`src/rtl/vsc_pkg.sv`:
```
package vsc_pkg;

    typedef enum logic [1:0] {
        MODE_W32  = 2'b00,
        MODE_W64  = 2'b01,
        MODE_RSV2 = 2'b10,
        MODE_RSV3 = 2'b11
    } bundle_mode_e;

    typedef enum logic [2:0] {
        SPLIT_C16_P16  = 3'd0,
        SPLIT_C32_ONLY = 3'd1,
        SPLIT_P32_ONLY = 3'd2,
        SPLIT_C16_P48  = 3'd3,
        SPLIT_C32_P32  = 3'd4,
        SPLIT_P64_ONLY = 3'd5,
        SPLIT_NONE     = 3'd6
    } split_kind_e;

    typedef enum logic {
        ST_IDLE = 1'b0,
        ST_EMIT = 1'b1
    } ctl_state_e;

endpackage

```
`src/rtl/vsc_byte_view.sv`:
```
module vsc_byte_view #(
    parameter int NBYTES = 4
) (
    input  logic                  swap_en,
    input  logic [8*NBYTES-1:0]   raw,
    output logic [8*NBYTES-1:0]   view
);
    localparam int NHALF = NBYTES / 2;

    // Each halfword is exchanged independently; no byte crosses a halfword.
    generate
        for (genvar h = 0; h < NHALF; h++) begin : g_half
            assign view[16*h+7  -: 8] = swap_en ? raw[16*h+15 -: 8] : raw[16*h+7  -: 8];
            assign view[16*h+15 -: 8] = swap_en ? raw[16*h+7  -: 8] : raw[16*h+15 -: 8];
        end
    endgenerate
endmodule

```
`src/rtl/vsc_split_decode.sv`:
```
module vsc_split_decode
    import vsc_pkg::*;
(
    input  bundle_mode_e  mode,
    input  logic [31:0]   hdr,
    output split_kind_e   split
);
    logic [7:0] h0, h1, h2, h3;
    logic       long_hdr;
    logic       cop_hdr;
    logic       wide_excl;

    assign h0 = hdr[7:0];
    assign h1 = hdr[15:8];
    assign h2 = hdr[23:16];
    assign h3 = hdr[31:24];

    // Top two bits 11 marks anything other than a 16-bit core lead.
    assign long_hdr  = (h0[7:6] == 2'b11);
    assign cop_hdr   = (h0[7:4] == 4'hF) && (h1[2:0] == 3'b111);
    // Pattern in bytes 2/3 that vetoes the single 64-bit coprocessor form.
    assign wide_excl = ((h2 & 8'hFE) == 8'hF0) && ((h3 & 8'hF4) == 8'h00);

    always_comb begin
        split = SPLIT_NONE;
        unique case (mode)
            MODE_W32: begin
                if (!long_hdr)     split = SPLIT_C16_P16;
                else if (cop_hdr)  split = SPLIT_P32_ONLY;
                else               split = SPLIT_C32_ONLY;
            end
            MODE_W64: begin
                if (!long_hdr)                   split = SPLIT_C16_P48;
                else if (cop_hdr && !wide_excl)  split = SPLIT_P64_ONLY;
                else                             split = SPLIT_C32_P32;
            end
            MODE_RSV2, MODE_RSV3: split = SPLIT_NONE;
        endcase
    end
endmodule

```
`src/rtl/vsc_len_check.sv`:
```
module vsc_len_check
    import vsc_pkg::*;
#(
    parameter int BUNDLE_BYTES = 8,
    parameter int HALF_BYTES   = 4,
    parameter int LEN_W        = 4
) (
    input  bundle_mode_e      mode,
    input  split_kind_e       split,
    output logic [LEN_W-1:0]  core_len,
    output logic [LEN_W-1:0]  cop_len,
    output logic              len_err
);
    logic [LEN_W:0] total;
    logic [LEN_W:0] want;
    logic           cop_ok;
    logic           mode_ok;

    always_comb begin
        core_len = '0;
        cop_len  = '0;
        unique case (split)
            SPLIT_C16_P16:  begin core_len = LEN_W'(2); cop_len = LEN_W'(2); end
            SPLIT_C32_ONLY: begin core_len = LEN_W'(4); cop_len = '0;        end
            SPLIT_P32_ONLY: begin core_len = '0;        cop_len = LEN_W'(4); end
            SPLIT_C16_P48:  begin core_len = LEN_W'(2); cop_len = LEN_W'(6); end
            SPLIT_C32_P32:  begin core_len = LEN_W'(4); cop_len = LEN_W'(4); end
            SPLIT_P64_ONLY: begin core_len = '0;        cop_len = LEN_W'(8); end
            default:        begin core_len = '0;        cop_len = '0;        end
        endcase
    end

    always_comb begin
        mode_ok = 1'b1;
        want    = '0;
        unique case (mode)
            MODE_W32:             want = (LEN_W+1)'(HALF_BYTES);
            MODE_W64:             want = (LEN_W+1)'(BUNDLE_BYTES);
            MODE_RSV2, MODE_RSV3: mode_ok = 1'b0;
        endcase
    end

    assign total  = {1'b0, core_len} + {1'b0, cop_len};
    assign cop_ok = (cop_len == '0) ||
                    (cop_len == LEN_W'(2)) || (cop_len == LEN_W'(4)) ||
                    (cop_len == LEN_W'(6)) || (cop_len == LEN_W'(8));
    assign len_err = !mode_ok || !cop_ok || (total != want);
endmodule

```
`src/rtl/vliw_split_classifier.sv`:
```
module vliw_split_classifier
    import vsc_pkg::*;
#(
    parameter int BUNDLE_BYTES = 8,
    parameter int LEN_W        = $clog2(BUNDLE_BYTES + 1)
) (
    input  logic                      clk,
    input  logic                      rst_n,
    input  logic                      in_valid,
    input  logic [1:0]                mode_sel,
    input  logic                      little_endian,
    input  logic [8*BUNDLE_BYTES-1:0] bundle,
    output logic                      out_valid,
    output logic [LEN_W-1:0]          core_len,
    output logic [LEN_W-1:0]          cop_len,
    output logic                      out_error
);
    localparam int HDR_BYTES = BUNDLE_BYTES / 2;

    ctl_state_e             state_q, state_d;
    bundle_mode_e           mode;
    logic [8*HDR_BYTES-1:0] hdr_view;
    split_kind_e            split;
    logic [LEN_W-1:0]       core_d, cop_d;
    logic                   err_d;
    logic [LEN_W-1:0]       core_q, cop_q;
    logic                   err_q;
    logic                   unused_tail;

    assign mode        = bundle_mode_e'(mode_sel);
    assign unused_tail = ^bundle[8*BUNDLE_BYTES-1:8*HDR_BYTES];

    vsc_byte_view #(.NBYTES(HDR_BYTES)) u_view (
        .swap_en (little_endian),
        .raw     (bundle[8*HDR_BYTES-1:0]),
        .view    (hdr_view)
    );

    vsc_split_decode u_decode (
        .mode  (mode),
        .hdr   (hdr_view),
        .split (split)
    );

    vsc_len_check #(
        .BUNDLE_BYTES (BUNDLE_BYTES),
        .HALF_BYTES   (HDR_BYTES),
        .LEN_W        (LEN_W)
    ) u_check (
        .mode     (mode),
        .split    (split),
        .core_len (core_d),
        .cop_len  (cop_d),
        .len_err  (err_d)
    );

    always_comb begin
        state_d = state_q;
        unique case (state_q)
            ST_IDLE: state_d = in_valid ? ST_EMIT : ST_IDLE;
            ST_EMIT: state_d = in_valid ? ST_EMIT : ST_IDLE;
        endcase
    end

    always_ff @(posedge clk) begin
        if (!rst_n) state_q <= ST_IDLE;
        else        state_q <= state_d;
    end

    always_ff @(posedge clk) begin
        if (!rst_n) begin
            core_q <= '0;
            cop_q  <= '0;
            err_q  <= 1'b0;
        end else if (in_valid) begin
            core_q <= core_d;
            cop_q  <= cop_d;
            err_q  <= err_d;
        end
    end

    assign out_valid = (state_q == ST_EMIT);
    assign core_len  = core_q;
    assign cop_len   = cop_q;
    assign out_error = err_q;

    assert_accept_pulses_R2: assert property (@(posedge clk) disable iff (!rst_n)
        in_valid |=> out_valid);
    assert_pulse_needs_accept_R2: assert property (@(posedge clk) disable iff (!rst_n)
        out_valid |-> $past(in_valid));
    assert_hold_when_idle_R2: assert property (@(posedge clk) disable iff (!rst_n)
        !$past(in_valid) |-> ($stable(core_len) && $stable(cop_len) && $stable(out_error)));
    assert_sum_fits_R11: assert property (@(posedge clk) disable iff (!rst_n)
        (out_valid && !out_error) |->
        (({1'b0, core_len} + {1'b0, cop_len}) ==
         (($past(mode_sel) == 2'b01) ? (LEN_W+1)'(BUNDLE_BYTES) : (LEN_W+1)'(HDR_BYTES))));
    assert_error_zero_len_R11: assert property (@(posedge clk) disable iff (!rst_n)
        (out_valid && out_error) |-> (core_len == '0 && cop_len == '0));
    assert_cop_even_R11: assert property (@(posedge clk) disable iff (!rst_n)
        (out_valid && cop_len != '0) |-> (cop_len[0] == 1'b0));
endmodule

```
`config.mk`:
```
export PLATFORM = sky130hd
export DESIGN_NAME = vliw_split_classifier
export DESIGN_NICKNAME = d
export VERILOG_FILES = /design/src/rtl/vsc_pkg.sv /design/src/rtl/vsc_byte_view.sv /design/src/rtl/vsc_split_decode.sv /design/src/rtl/vsc_len_check.sv /design/src/rtl/vliw_split_classifier.sv
export SDC_FILE = /design/constraint.sdc
export NUM_CORES = 1
export LEC_CHECK = 0
export CAP_MARGIN = 20
export CORE_AREA = 2 2 52 54
export CTS_CLUSTER_SIZE = 20
export DETAILED_ROUTE_END_ITERATION = 10
export DIE_AREA = 0 0 54 56
export PLACE_DENSITY = 0.83
export SYNTH_ARGS = -nofsm -noshare
export SYNTH_HDL_FRONTEND = slang
export SYNTH_SLANG_ARGS = --single-unit
export TNS_END_PERCENT = 1
```
`constraint.sdc`:
```
create_clock -name clk -period 2.4 [get_ports clk]
set_input_delay 0.48 -clock clk [delete_from_list [all_inputs] [get_ports clk]]
set_output_delay 0.48 -clock clk [all_outputs]
set_load 0.05 [all_outputs]
```
==> results.sh <==
export IMPL_gp_congestion=0.7902
export IMPL_syn_area_um2=484.2
export IMPL_crit_family="simple AND/OR/NAND/NOR gates"
export IMPL_wl_met3_um=106
export IMPL_dp_slack_ns=-0.1613
export IMPL_post_synth_mux_area_share_pct=4.134
export IMPL_finalWorstSetupSlack_ns=0.2324
export IMPL_combPwrFrac_pct=34.8
export IMPL_reg2regPathDepth=3
export IMPL_grt_overflow=0
export IMPL_powerDensity_nw_per_um2=371.4
export IMPL_drt_iter0_markers=8
export IMPL_r2r_start="out_error$_SDFFE_PN0P_"
export IMPL_design_portCount=80
export IMPL_power_frac_seq_pct=34.8
export IMPL_cap_violations=0
export IMPL_ys_types=30
export IMPL_die_area_um2=3024
export IMPL_hold_path_class="reg -> reg"
export IMPL_setup_viol=0
export IMPL_areaGrowthSynthToFinish_pct=97.16
export IMPL_antenna_found_initial=0
export IMPL_cts_buffers_inserted=3
export IMPL_yosysWarnings=0
export IMPL_worstPathCellList="clkdlybuf4s50_1 > or4b_1 > nor3_2 > o22a_2 > a21boi_2 > nor3_1 > ha_1 > a41o_1"
export IMPL_grt_pass1_wl_mm=2.594
export IMPL_intPower_w=0.0002528
export IMPL_mostFrequentLayoutCells="clkdlybuf4s50_1 (39), dfxtp_1 (7), nor2_1 (5)"
export IMPL_grt_max_degree=10
export IMPL_cp_required_ns=2.60
export IMPL_p_switching_w=0.0001018
export IMPL_slew_viol_final=0
export IMPL_synthCells=57
export IMPL_hp_start="core_len[1]$_SDFFE_PN0P_"
export IMPL_p_sw_share_pct=28.71
export IMPL_status="completed"
export IMPL_synth_top_family_by_area="simple AND/OR/NAND/NOR gates"
export IMPL_drt_wirelength_per_cell_um=10.86
export IMPL_yosysTopAreaCell="dfxtp_1"
export IMPL_synthAdderAreaFrac_pct=2.584
export IMPL_finalNetCount=174
export IMPL_cp_arrival_ns=2.36
export IMPL_critPathMaxFanout=3
export IMPL_rows=18
export IMPL_dp_cells=128
export IMPL_cts_max_level=1
export IMPL_finalWirelength_mm=1.433
export IMPL_ant_nets=0
export IMPL_leakagePower_nw=0.3745
export IMPL_max_freq_mhz=461.3
export IMPL_cts_root_buffer="clkbuf_4"
export IMPL_cts_buffer_depth=2
export IMPL_critPathCaptureType="flop"
export IMPL_yosys_register_bits=7
export IMPL_critPathMaxStageDelay_ns=0.55
export IMPL_path_class="in -> reg"
export IMPL_synth_compound_area_share_pct=19.38
export IMPL_clk_pin_slew_worst_paths_ns=0.05
export IMPL_avgSynthCellArea_um2=8.495
export IMPL_synthXorXnorAreaFrac_pct=0
export IMPL_placed_cell_area_um2=925.9
export IMPL_grt_usage_pct=11.35
export IMPL_fp_dieH_um=56
export IMPL_post_cts_buffers=0
export IMPL_peakVddDrop_mv=0.2094
export IMPL_numPortBuffers=40
export IMPL_tightestPinTransition_ns=0.4983
export IMPL_vias=574
export IMPL_start_util_pct=19.91
export IMPL_final_common_cell="clkdlybuf4s50_1"
export IMPL_clkPwrFrac_pct=30.3
export IMPL_slew_headroom_pct=66.67
export IMPL_finClkSkew_ns=0
export IMPL_finalInstanceArea_um2=954.7
export IMPL_core_um2=2432
export IMPL_whs_path_depth=2
export IMPL_drtPass1Iterations=4
export IMPL_viasPerCell=4.348
export IMPL_top_layer_used="met4"
export IMPL_worst_path_buf_inv=1
export IMPL_tritoncts="built"
export IMPL_num_antenna_cells=0
export IMPL_synth_simple_area_share_pct=37.21
export IMPL_ctsHoldBuffers=0
export IMPL_cts_sinks=7
export IMPL_critPathLaunchType="primary input"
export IMPL_layout_cells_non_filler=132
export IMPL_critPathLaunch="bundle[18]"
export IMPL_finalHoldViolations=0
export IMPL_grt_pass1_vias=628
export IMPL_crit_path_top_delay_cell="or4b_1"
export IMPL_timing_final_crit_share_pct=90.31
export IMPL_ys_seq_area_share_pct=28.94
export IMPL_clk_latency_ns=0.25
export IMPL_die_w_um=54
export IMPL_rsz0062_at_grt="false"
export IMPL_drcViolationCount=0
export IMPL_synth_area_leaders="dfxtp_1 (29%), buf_4 (4.7%), mux2i_1 (4.1%), nor3_2 (4.1%), nand4_1 (3.9%)"
export IMPL_fin_util_pct=39.25
export IMPL_cp_depth=8
export IMPL_yosys_area_top_type_share_pct=28.94
export IMPL_layout_drive_gt1_share_pct=12.75
export IMPL_cts_resized=0
export IMPL_wl_met2_um=719
export IMPL_min_period_ns=2.168
export IMPL_wl_met1_um=595
per-stage QoR:
stage	hold slack [ns]	TNS (ns)	power, W
after floorplan	0.6058	0	0.0001785
after global placement	0.4628	-0.07251	0.0002472
after detailed placement	0.4681	-0.1613	0.0002498
after CTS	0.4774	0	0.0003605
after global routing	0.5213	0	0.0003748
final	0.4785	0	0.0003546
worst reg2reg max path, cell delays in order (launching register included):
cell	delay, ns
dfxtp_1	0.31
mux2i_1	0.13
nor2_1	0.05
a41o_1	0.20
power groups by stage:
stage | clock network (W) | logic (W) | registers, W
6_report | 0.000108 | 0.000124 | 0.000123
3_3_place_gp | 0 | 0.000121 | 0.000126
4_1_cts | 0.000113 | 0.000124 | 0.000124
3_5_place_dp | 0 | 0.000124 | 0.000126
2_1_floorplan | 0 | 0.0000360 | 0.000143
5_1_grt | 0.000118 | 0.000133 | 0.000124
cells in the mapped netlist:
library cell / n
nor3_1: 2
a211oi_2: 1
nor2b_1: 2
a21oi_1: 3
a31oi_1: 1
or4_1: 2
nand2_1: 4
mux2i_1: 2
nand4_1: 3
a21boi_2: 1
buf_4: 3
nor2_1: 5
o22a_2: 1
or2b_1: 1
nor3_2: 2
nand2b_1: 2
dfxtp_1: 7
nand3b_1: 2
a32o_1: 1
o22ai_1: 1
inv_1: 2
clkbuf_1: 1
conb_1: 1
or4b_1: 1
a41o_1: 1
nand4b_1: 1
and3b_2: 1
o31ai_2: 1
nor4_1: 1
ha_1: 1
flip-flops by register name, indices dropped and copies added, names as in the netlist:
name / flops
out_valid: 1
cop_len: 3
out_error: 1
core_len: 2
cell type report:
class	instances	area (um^2)
clock buffer	4	26.28
fill	250	1478
inverter	2	7.507
multi-input combinational	46	317.8
sequential	7	140.1
tap	30	37.54
timing repair buffer	43	425.4
kinds of logic (layout without fill, tap and decap cells):
logic type | after synthesis | after routing
buf+inv | 6 | 49
other cells | 1 | 3
flops | 7 | 7
simple gates | 29 | 29
mux | 2 | 2
fa+ha+maj | 1 | 1
compound gates | 11 | 11
per-layer routing:
metal / vias up / track usage, %
met5: - / 0
met4: 0 / 3.929
met1: 252 / 12.58
li1: 297 / -
met2: 23 / 18.29
met3: 2 / 5.645
final timing paths:
kind	end	slack [ns]
max	out_error$_SDFFE_PN0P_	0.23
min	core_len[1]$_SDFFE_PN0P_	0.48
max reg2reg	out_error$_SDFFE_PN0P_	1.60
min reg2reg	core_len[1]$_SDFFE_PN0P_	0.48
Note: power is estimated with default switching activity, not from simulation.
